===== config.mk =====
export PLATFORM = sky130hd
export DESIGN_NAME = rate_prescaler
export DESIGN_NICKNAME = d
export VERILOG_FILES = /design/src/rtl/rate_pkg.sv /design/src/rtl/rate_decode.sv /design/src/rtl/rate_divider.sv /design/src/rtl/idle_timer.sv /design/src/rtl/rate_prescaler.sv
export SDC_FILE = /design/constraint.sdc
export NUM_CORES = 1
export LEC_CHECK = 0
export ABC_AREA = 0
export BUFFER_PORTS_ARGS = -buffer_cell sky130_fd_sc_hd__buf_4
export CAP_MARGIN = 10
export CORE_MARGIN = 5
export CORE_UTILIZATION = 35
export DETAILED_ROUTE_END_ITERATION = 16
export SLEW_MARGIN = 25
export SYNTH_ARGS = -nofsm -noshare
export SYNTH_HDL_FRONTEND = slang
export SYNTH_SLANG_ARGS = --single-unit

===== constraint.sdc =====
create_clock -name clk -period 2.8 [get_ports clk]
set_input_delay 0.42 -clock clk [delete_from_list [all_inputs] [get_ports clk]]
set_output_delay 0.42 -clock clk [all_outputs]
set_load 0.02 [all_outputs]

===== src/rtl/rate_pkg.sv =====
`timescale 1ns/1ps
package rate_pkg;
  localparam int NUM_RATES   = 7;
  localparam int RATE_W      = 3;
  localparam int MULT_W      = NUM_RATES;
  localparam int CKMUL_W     = 2;
  localparam int CKMUL_STEPS = 2;
  localparam int PSH_W       = 3;
  localparam logic [RATE_W-1:0] RATE_SLOWEST = RATE_W'(NUM_RATES - 1);

  typedef struct packed {
    logic [CKMUL_W-1:0] ckmul;   // internal clock = reference * 2^ckmul
    logic [PSH_W-1:0]   pshift;  // prescaler = base divide << pshift
  } rate_cfg_t;
endpackage


===== src/rtl/rate_decode.sv =====
`timescale 1ns/1ps
module rate_decode
  import rate_pkg::*;
(
  input  logic [RATE_W-1:0] code_i,
  output logic [RATE_W-1:0] idx_o,
  output rate_cfg_t         cfg_o
);
  always_comb begin
    idx_o = (code_i > RATE_SLOWEST) ? RATE_SLOWEST : code_i;
    if (idx_o <= RATE_W'(CKMUL_STEPS)) begin
      cfg_o.ckmul  = CKMUL_W'(RATE_W'(CKMUL_STEPS) - idx_o);
      cfg_o.pshift = '0;
    end else begin
      cfg_o.ckmul  = '0;
      cfg_o.pshift = PSH_W'(idx_o - RATE_W'(CKMUL_STEPS));
    end
  end
endmodule


===== src/rtl/rate_divider.sv =====
`timescale 1ns/1ps
module rate_divider
  import rate_pkg::*;
#(
  parameter int BASE_DIV = 8
) (
  input  logic              clk,
  input  logic              rst_n,
  input  rate_cfg_t         cfg_i,
  input  logic [RATE_W-1:0] idx_i,
  output logic              tick_o,
  output logic [RATE_W-1:0] act_idx_o
);
  localparam int PMAX  = BASE_DIV << (NUM_RATES - 1);
  localparam int CNT_W = $clog2(PMAX);

  logic [CNT_W-1:0]  cnt_q, cnt_d, period_m1;
  logic [RATE_W-1:0] act_q, act_d;
  logic [31:0]       period_w;

  always_comb begin
    period_w  = 32'(BASE_DIV) << (32'(CKMUL_STEPS) - 32'(cfg_i.ckmul) + 32'(cfg_i.pshift));
    period_m1 = CNT_W'(period_w - 32'd1);
  end

  assign tick_o    = (cnt_q == '0);
  assign act_idx_o = act_q;

  always_comb begin
    cnt_d = cnt_q;
    act_d = act_q;
    if (tick_o) begin
      cnt_d = period_m1;
      act_d = idx_i;
    end else begin
      cnt_d = cnt_q - CNT_W'(1);
    end
  end

  always_ff @(posedge clk or negedge rst_n) begin
    if (!rst_n) begin
      cnt_q <= CNT_W'(PMAX - 1);
      act_q <= RATE_SLOWEST;
    end else begin
      cnt_q <= cnt_d;
      act_q <= act_d;
    end
  end

  // tick never lasts two cycles
  a_r4_tick_single: assert property (@(posedge clk) disable iff (!rst_n)
    tick_o |=> !tick_o);
  // rate only changes across a tick boundary
  a_r5_rate_holds: assert property (@(posedge clk) disable iff (!rst_n)
    !tick_o |=> $stable(act_q));
  // a reload always starts a non-empty period
  a_r2_reload_nonzero: assert property (@(posedge clk) disable iff (!rst_n)
    tick_o |=> (cnt_q != '0));
endmodule


===== src/rtl/idle_timer.sv =====
`timescale 1ns/1ps
module idle_timer #(
  parameter int IDLE_TICKS = 205
) (
  input  logic clk,
  input  logic rst_n,
  input  logic tick_i,
  input  logic line_active_i,
  output logic expire_o
);
  localparam int IT_W = $clog2(IDLE_TICKS + 1);

  logic [IT_W-1:0] tmr_q, tmr_d;
  logic            exp_q, exp_d;

  always_comb begin
    tmr_d = tmr_q;
    exp_d = 1'b0;
    if (line_active_i) begin
      tmr_d = IT_W'(IDLE_TICKS);
    end else if (tick_i && (tmr_q != '0)) begin
      tmr_d = tmr_q - IT_W'(1);
      exp_d = (tmr_q == IT_W'(1));
    end
  end

  always_ff @(posedge clk or negedge rst_n) begin
    if (!rst_n) begin
      tmr_q <= IT_W'(IDLE_TICKS);
      exp_q <= 1'b0;
    end else begin
      tmr_q <= tmr_d;
      exp_q <= exp_d;
    end
  end

  assign expire_o = exp_q;

  // single-cycle expiry pulse
  a_r8_expire_single: assert property (@(posedge clk) disable iff (!rst_n)
    expire_o |=> !expire_o);
  // expiry follows a counted tick on an idle line
  a_r7_expire_after_tick: assert property (@(posedge clk) disable iff (!rst_n)
    expire_o |-> ($past(tick_i) && !$past(line_active_i)));
endmodule


===== src/rtl/rate_prescaler.sv =====
`timescale 1ns/1ps
module rate_prescaler
  import rate_pkg::*;
#(
  parameter int BASE_DIV   = 8,
  parameter int IDLE_TICKS = 205
) (
  input  logic              clk,
  input  logic              rst_n,
  input  logic [RATE_W-1:0] rate_sel,
  input  logic              line_active,
  output logic              bit_tick,
  output logic [RATE_W-1:0] active_rate,
  output logic [MULT_W-1:0] timeout_mult,
  output logic              idle_expire
);
  logic [RATE_W-1:0] dec_idx;
  rate_cfg_t         dec_cfg;

  rate_decode u_decode (
    .code_i (rate_sel),
    .idx_o  (dec_idx),
    .cfg_o  (dec_cfg)
  );

  rate_divider #(.BASE_DIV(BASE_DIV)) u_divider (
    .clk       (clk),
    .rst_n     (rst_n),
    .cfg_i     (dec_cfg),
    .idx_i     (dec_idx),
    .tick_o    (bit_tick),
    .act_idx_o (active_rate)
  );

  assign timeout_mult = MULT_W'(1) << active_rate;

  idle_timer #(.IDLE_TICKS(IDLE_TICKS)) u_idle (
    .clk           (clk),
    .rst_n         (rst_n),
    .tick_i        (bit_tick),
    .line_active_i (line_active),
    .expire_o      (idle_expire)
  );

  // the running rate never leaves the legal range
  a_r3_rate_in_range: assert property (@(posedge clk) disable iff (!rst_n)
    active_rate <= RATE_SLOWEST);
  // no expiry while the line is active
  a_r7_quiet_when_active: assert property (@(posedge clk) disable iff (!rst_n)
    line_active |=> !idle_expire);
endmodule


* Yosys cells after proc, flatten, opt, wreduce, memory -nomap -nowiden
Cells that the tools add are included.
Storage, ports and cells: flip-flop bits (word level) 21, latch bits 0, bits in writable memories 0, bits in read-only memories 0, input port bits 6, output and inout port bits 12, word-level logic and storage cells 27, memories 0
Cells by class: add/sub/neg operators 7, $mul 0, divide/modulo/power cells 0, order comparisons 2, equal/unequal tests 1, shifts and indexed selects 2, multiplexer cells 7, bitwise logic cells 0, reduce and logical (&&, ||, !) cells 4
Operator list (count):
- $add 32x3->32 | 1
- $shl 4x32->9 const A | 1
- $sub 9x1->9 const B | 2
- $mux 8 | 2
- $logic_not 9->1 | 1
- $mux 9 | 1
- $eq 8x1->1 const B | 1
- $reduce_bool 8->1 | 1
- $sub 8x1->8 const B | 1
- $shl 1x3->7 const A | 1
- $mux 5 | 1
- $gt 3x3->1 const B | 1
- $le 3x2->1 const B | 1
- $mux 3 | 1
- $sub 2x2->3 const A | 1
- $sub 3x2->3 const B | 1
- $mux 1 | 2
- $reduce_bool 2->1 | 1
- $sub 2x2->2 const A | 1
- $logic_and 1x1->1 | 1

* Longest topological paths before layout
word-level depth 9, depth in mapped cells 10

* Modules after synthesis
Synthesis repeated with hierarchy kept, for this count alone.
Second synthesis, totals: cell total of the unflattened synthesis 164, area, all modules 1590.3 sq um
By module, submodules not included:
- rate_divider | instances 1, cells each 93, area an instance 893.4 sq um, seq. area each 314.1 sq um
- idle_timer | instances 1, cells each 51, area an instance 546.8 sq um, seq. area each 231.5 sq um
- rate_decode | instances 1, cells each 13, area an instance 92.6 sq um, seq. area each 0.0 sq um
- rate_prescaler | instances 1, cells each 7, area an instance 57.6 sq um, seq. area each 0.0 sq um

* Worst setup path before layout
OpenSTA, ideal clock, no wires.
path type input port to flip-flop, start point input rate_sel[0], end point register u_divider.cnt_q[6], library setup time 83 ps, arrival time 1945 ps, data required time 2717 ps, setup slack 772 ps, cell stages on the path 8, cells stage by stage clkbuf_1 nand2_1 ha_1 nand2b_1 a31oi_1 nand3_1 a211o_1 o311a_1
On the way: cells in the longest elaborated chain, start to end 9, elaborated cells on any way between the ends 11, those cells by class add/sub: 5; order compare: 2; shift: 1; mux: 3
Ends and longest elaborated chain:
- start: declaration | RTL line rate_prescaler.sv:10 | input logic [RATE_W-1:0] rate_sel,
- $gt 3x3->1 | RTL line rate_decode.sv:10 | idx_o = (code_i > RATE_SLOWEST) ? RATE_SLOWEST : code_i;
- $mux 3 * | RTL line rate_decode.sv:10
- $le 3x2->1 or $sub 2x2->2 (tied branches) | RTL line rate_decode.sv:11, rate_decode.sv:12
- $mux 5 * | RTL line rate_decode.sv:11 | if (idx_o <= RATE_W'(CKMUL_STEPS)) begin
- $sub 2x2->3 | RTL line rate_divider.sv:22 | period_w = 32'(BASE_DIV) << (32'(CKMUL_STEPS) - 32'(cfg_i.ckmul) + 32'(cfg_i.pshift));
- $add 32x3->32 * | RTL line rate_divider.sv:22
- $shl 4x32->9 * | RTL line rate_divider.sv:22
- $sub 9x1->9 * | RTL line rate_divider.sv:23 | period_m1 = CNT_W'(period_w - 32'd1);
- $mux 9 * | RTL line rate_divider.sv:32 | if (tick_o) begin
- net u_divider.cnt_d[6] | RTL line rate_divider.sv:17 | logic [CNT_W-1:0] cnt_q, cnt_d, period_m1;
- end signal: assignment | RTL line rate_divider.sv:42 | cnt_q <= CNT_W'(PMAX - 1);
- end signal: assignment | RTL line rate_divider.sv:45 | cnt_q <= cnt_d;
- end: declaration | RTL line rate_divider.sv:17
The timed path passes the listed nets; every way through them passes the cells marked *. A chain may end at the register's enable or synchronous reset.

* Final worst setup path
start point register u_divider.cnt_q[3], end point output bit_tick
On the way: cells in the longest elaborated chain, start to end 1
Ends and longest elaborated chain:
- $logic_not 9->1 | RTL line rate_divider.sv:26 | assign tick_o = (cnt_q == '0);
- end: declaration | RTL line rate_prescaler.sv:12 | output logic bit_tick,
Every way passes these cells.

==> impl_metrics.tcl <==
set metrics [dict create \
    status "finished clean" \
    cp.arrival_ns 1.90 \
    rows 22 \
    crit_type "flop to output port" \
    cts_max_path_buffers 2 \
    crit_required_ns 2.38 \
    root_buffer "clkbuf_8" \
    fp.dieArea_mm2 0.00510 \
    p_per_area_mw_per_mm2 352 \
    synth_warnings 0 \
    max_cap_violations 0 \
    synth_edf_count 0 \
    crit_path_start_kind "flop" \
    via_per_inst 5.17 \
    avgSynthCellArea_um2 9.79 \
    totalWireLength_um 2630 \
    grt-ovfl-total 0 \
    drc 0 \
    min_period_over_period_pct 82.9 \
    die_h_um 71.4 \
    synthTopCellsByArea "dfstp_2, dfrtp_1, ha_1" \
    yosysSeqAreaShare_pct 41.3 \
    dpl.hpwl_um 1950 \
    cts_tree "built" \
    drtPass1Iterations 4 \
    grt_first_pass_wirelength_um 4760 \
    postCtsHoldBufs 0 \
    worstMarginPinSlew_ns 0.598 \
    final_hold_viol_count 0 \
    mappedNetlistArea_mm2 0.00132 \
    wl_per_cell_um 13.1 \
    yosysTopAreaCell "dfstp_2" \
    fmax_ghz 0.431 \
    synth.distinct_cells 44 \
    place.port_buffers 17 \
    syn_nets 147 \
    total_power_uw 539 \
    yosysTopAreaCellShare_pct 31.8 \
    power.leakage_uw 0.000663 \
    synth-async-reset-ratio_pct 100 \
    antenna_cells 0 \
    synth_commonest_cells "dfstp_2, nor2_1, nand2_1" \
    drive_gt1_share_pct 31.6 \
    sequentialPowerShare_pct 56.5 \
    grt_pass1_vias 1106 \
    power_switching_uw 121 \
    rsz0062_at_grt "no" \
    n_fill_cell 378 \
    fin_setup_tns_ns 0 \
    grt_use_total_pct 11.0 \
    nets 165 \
    grt_max_degree 22 \
    maxSlewHeadroom_pct 60.1 \
    drt_iter0_drc 82 \
    initial_utilization_pct 36.1 \
    dr_total_vias 1033 \
    postRouteAntennaNets 0 \
    postCtsSetupRepairBufs 0 \
    pwr-share-comb_pct 6.7 \
    synthCells 135 \
    synth-seq-cells 21 \
    internal_power_uw 418 \
    gp_congestion 0.881 \
    coreArea_mm2 0.00366 \
    worstPathMaxFanout 15 \
    grt_antenna_before_repair 0 \
    finalMaxSlewViolations 0 \
    swShare_pct 22.5 \
    crit_path_end_kind "output port" \
    fin_crit_ns 2.32 \
    power.share.clock_pct 36.8 \
    cts_sinks 21 \
    clock-skew-final_ns 0.00332 \
    cts_resized 0 \
    ys.flop_type "dfstp_2" \
    area_growth_syn_to_layout_pct 15.9 \
    io_pins 18 \
    die_w_um 71.4 \
    synth_most_common_cell "dfstp_2" \
    path_clk_slew_ns 0.08 \
    setup_violations 0 \
    numCtsBuffers 3 \
    ir_drop_mv 0.229 \
    clkLatencyLatePin_ns 0.26 \
    htree_levels 1 \
    hp-class "input pin to async pin" \
]
## cell type report
class                   instances  area (um2)  share of cell area, %
flip-flops and latches         21         546                   35.6
multi-input cells             102         719                   47.0
repair buffers                 18         135                   8.82
inverters                       7        26.3                   1.72
well taps                      48        60.1                   3.92
clock buffers                   4        45.0                   2.94
## sequential cells by signal (all words and copies together) (netlist names)
| name | count |
|---|---|
| u_divider.cnt_q | 9 |
| u_idle.tmr_q | 8 |
| u_idle.expire_o | 1 |
| u_divider.act_idx_o | 3 |
## stage by stage
stage	cells	cell area, um2	hold slack [ns]	utilization [%]	setup slack, ns
floorplan	135	1320	0.124	-	0.772
global placement	196	1490	0.322	40.6	0.722
detailed placement	196	1490	0.325	40.6	0.693
CTS	200	1530	0.0380	41.8	0.455
global route	200	1530	0.0473	41.8	0.359
finish	200	1530	0.0341	41.8	0.480
## worst max-delay path, stage by stage, from the launching register on
cell and delay (ns):
dfstp_2 0.40, nor4_2 0.39, nor3b_4 0.60, buf_4 0.26
## power by group through the flow
stage               Combinational, uW  Clock, uW  Sequential, uW
finish                           36.3        198             304
global route                     42.1        229             304
CTS                              36.7        209             304
detailed placement               36.6          0             309
global placement                 36.0          0             309
floorplan                        19.0          0             309
## cell usage in the layout (no fill, tap or decap), drive strengths merged, types with 2 or more instances in the layout
cell    Yosys  routed
xnor2       2       2
ha          6       6
nand3       4       4
inv         7       7
a31oi       5       5
nor3b       5       5
nor3        3       3
buf         2      18
nor2b       2       2
xor2        7       7
dfstp      16      16
clkbuf      3       4
dfrtp       5       5
nor2       12      12
nor4        2       2
mux2        3       3
a21oi       2       2
nand2b      5       5
nand4b      2       2
or2         2       2
a211oi      3       3
or3         2       2
and3b       3       3
nand2      12      12
o21ai       3       3
nand4       4       4
## worst paths after layout
check | from | endpoint | slack [ns] | depth (start not counted)
max in group asynchronous | rst_n | u_idle.tmr_q[3]$_DFFE_PN1P_ | 2.49 | 1
min | rst_n | u_idle.tmr_q[4]$_DFFE_PN0P_ | 0.03 | 1
min reg2reg | u_divider.cnt_q[0]$_DFF_PN1_ | u_divider.cnt_q[0]$_DFF_PN1_ | 0.47 | 1
max | u_divider.cnt_q[3]$_DFF_PN1_ | bit_tick | 0.48 | 3
max reg2reg | u_divider.cnt_q[3]$_DFF_PN1_ | u_idle.tmr_q[5]$_DFFE_PN0P_ | 0.69 | 6
min in group clk | line_active | u_idle.tmr_q[4]$_DFFE_PN0P_ | 0.38 | 2
## logic make-up (layout without fill, tap and decap cells)
kind of cell,count (synthesis),count (layout),share of synthesized area [%]
adder cells (fa/ha/maj),6,6,5.68
XOR/XNOR,9,9,5.97
flip-flops,21,21,41.3
AO/OA/AOI/OAI,22,22,12.2
buffers and inverters,12,29,4.26
AND/OR/NAND/NOR,62,62,28.0
multiplexers,3,3,2.56
## routing by layer
layer / track usage, % / vias to the layer above / wire [um] / share of wire [%]
met4: 1.46 / 0 / 0 / 0
li1: - / 516 / - / -
met5: 0 / - / 0 / 0
met3: 3.51 / 0 / 118 / 4.5
met2: 19.6 / 13 / 1330 / 51
met1: 13.3 / 504 / 1170 / 45
Note: power is estimated with default switching activity, not from simulation.
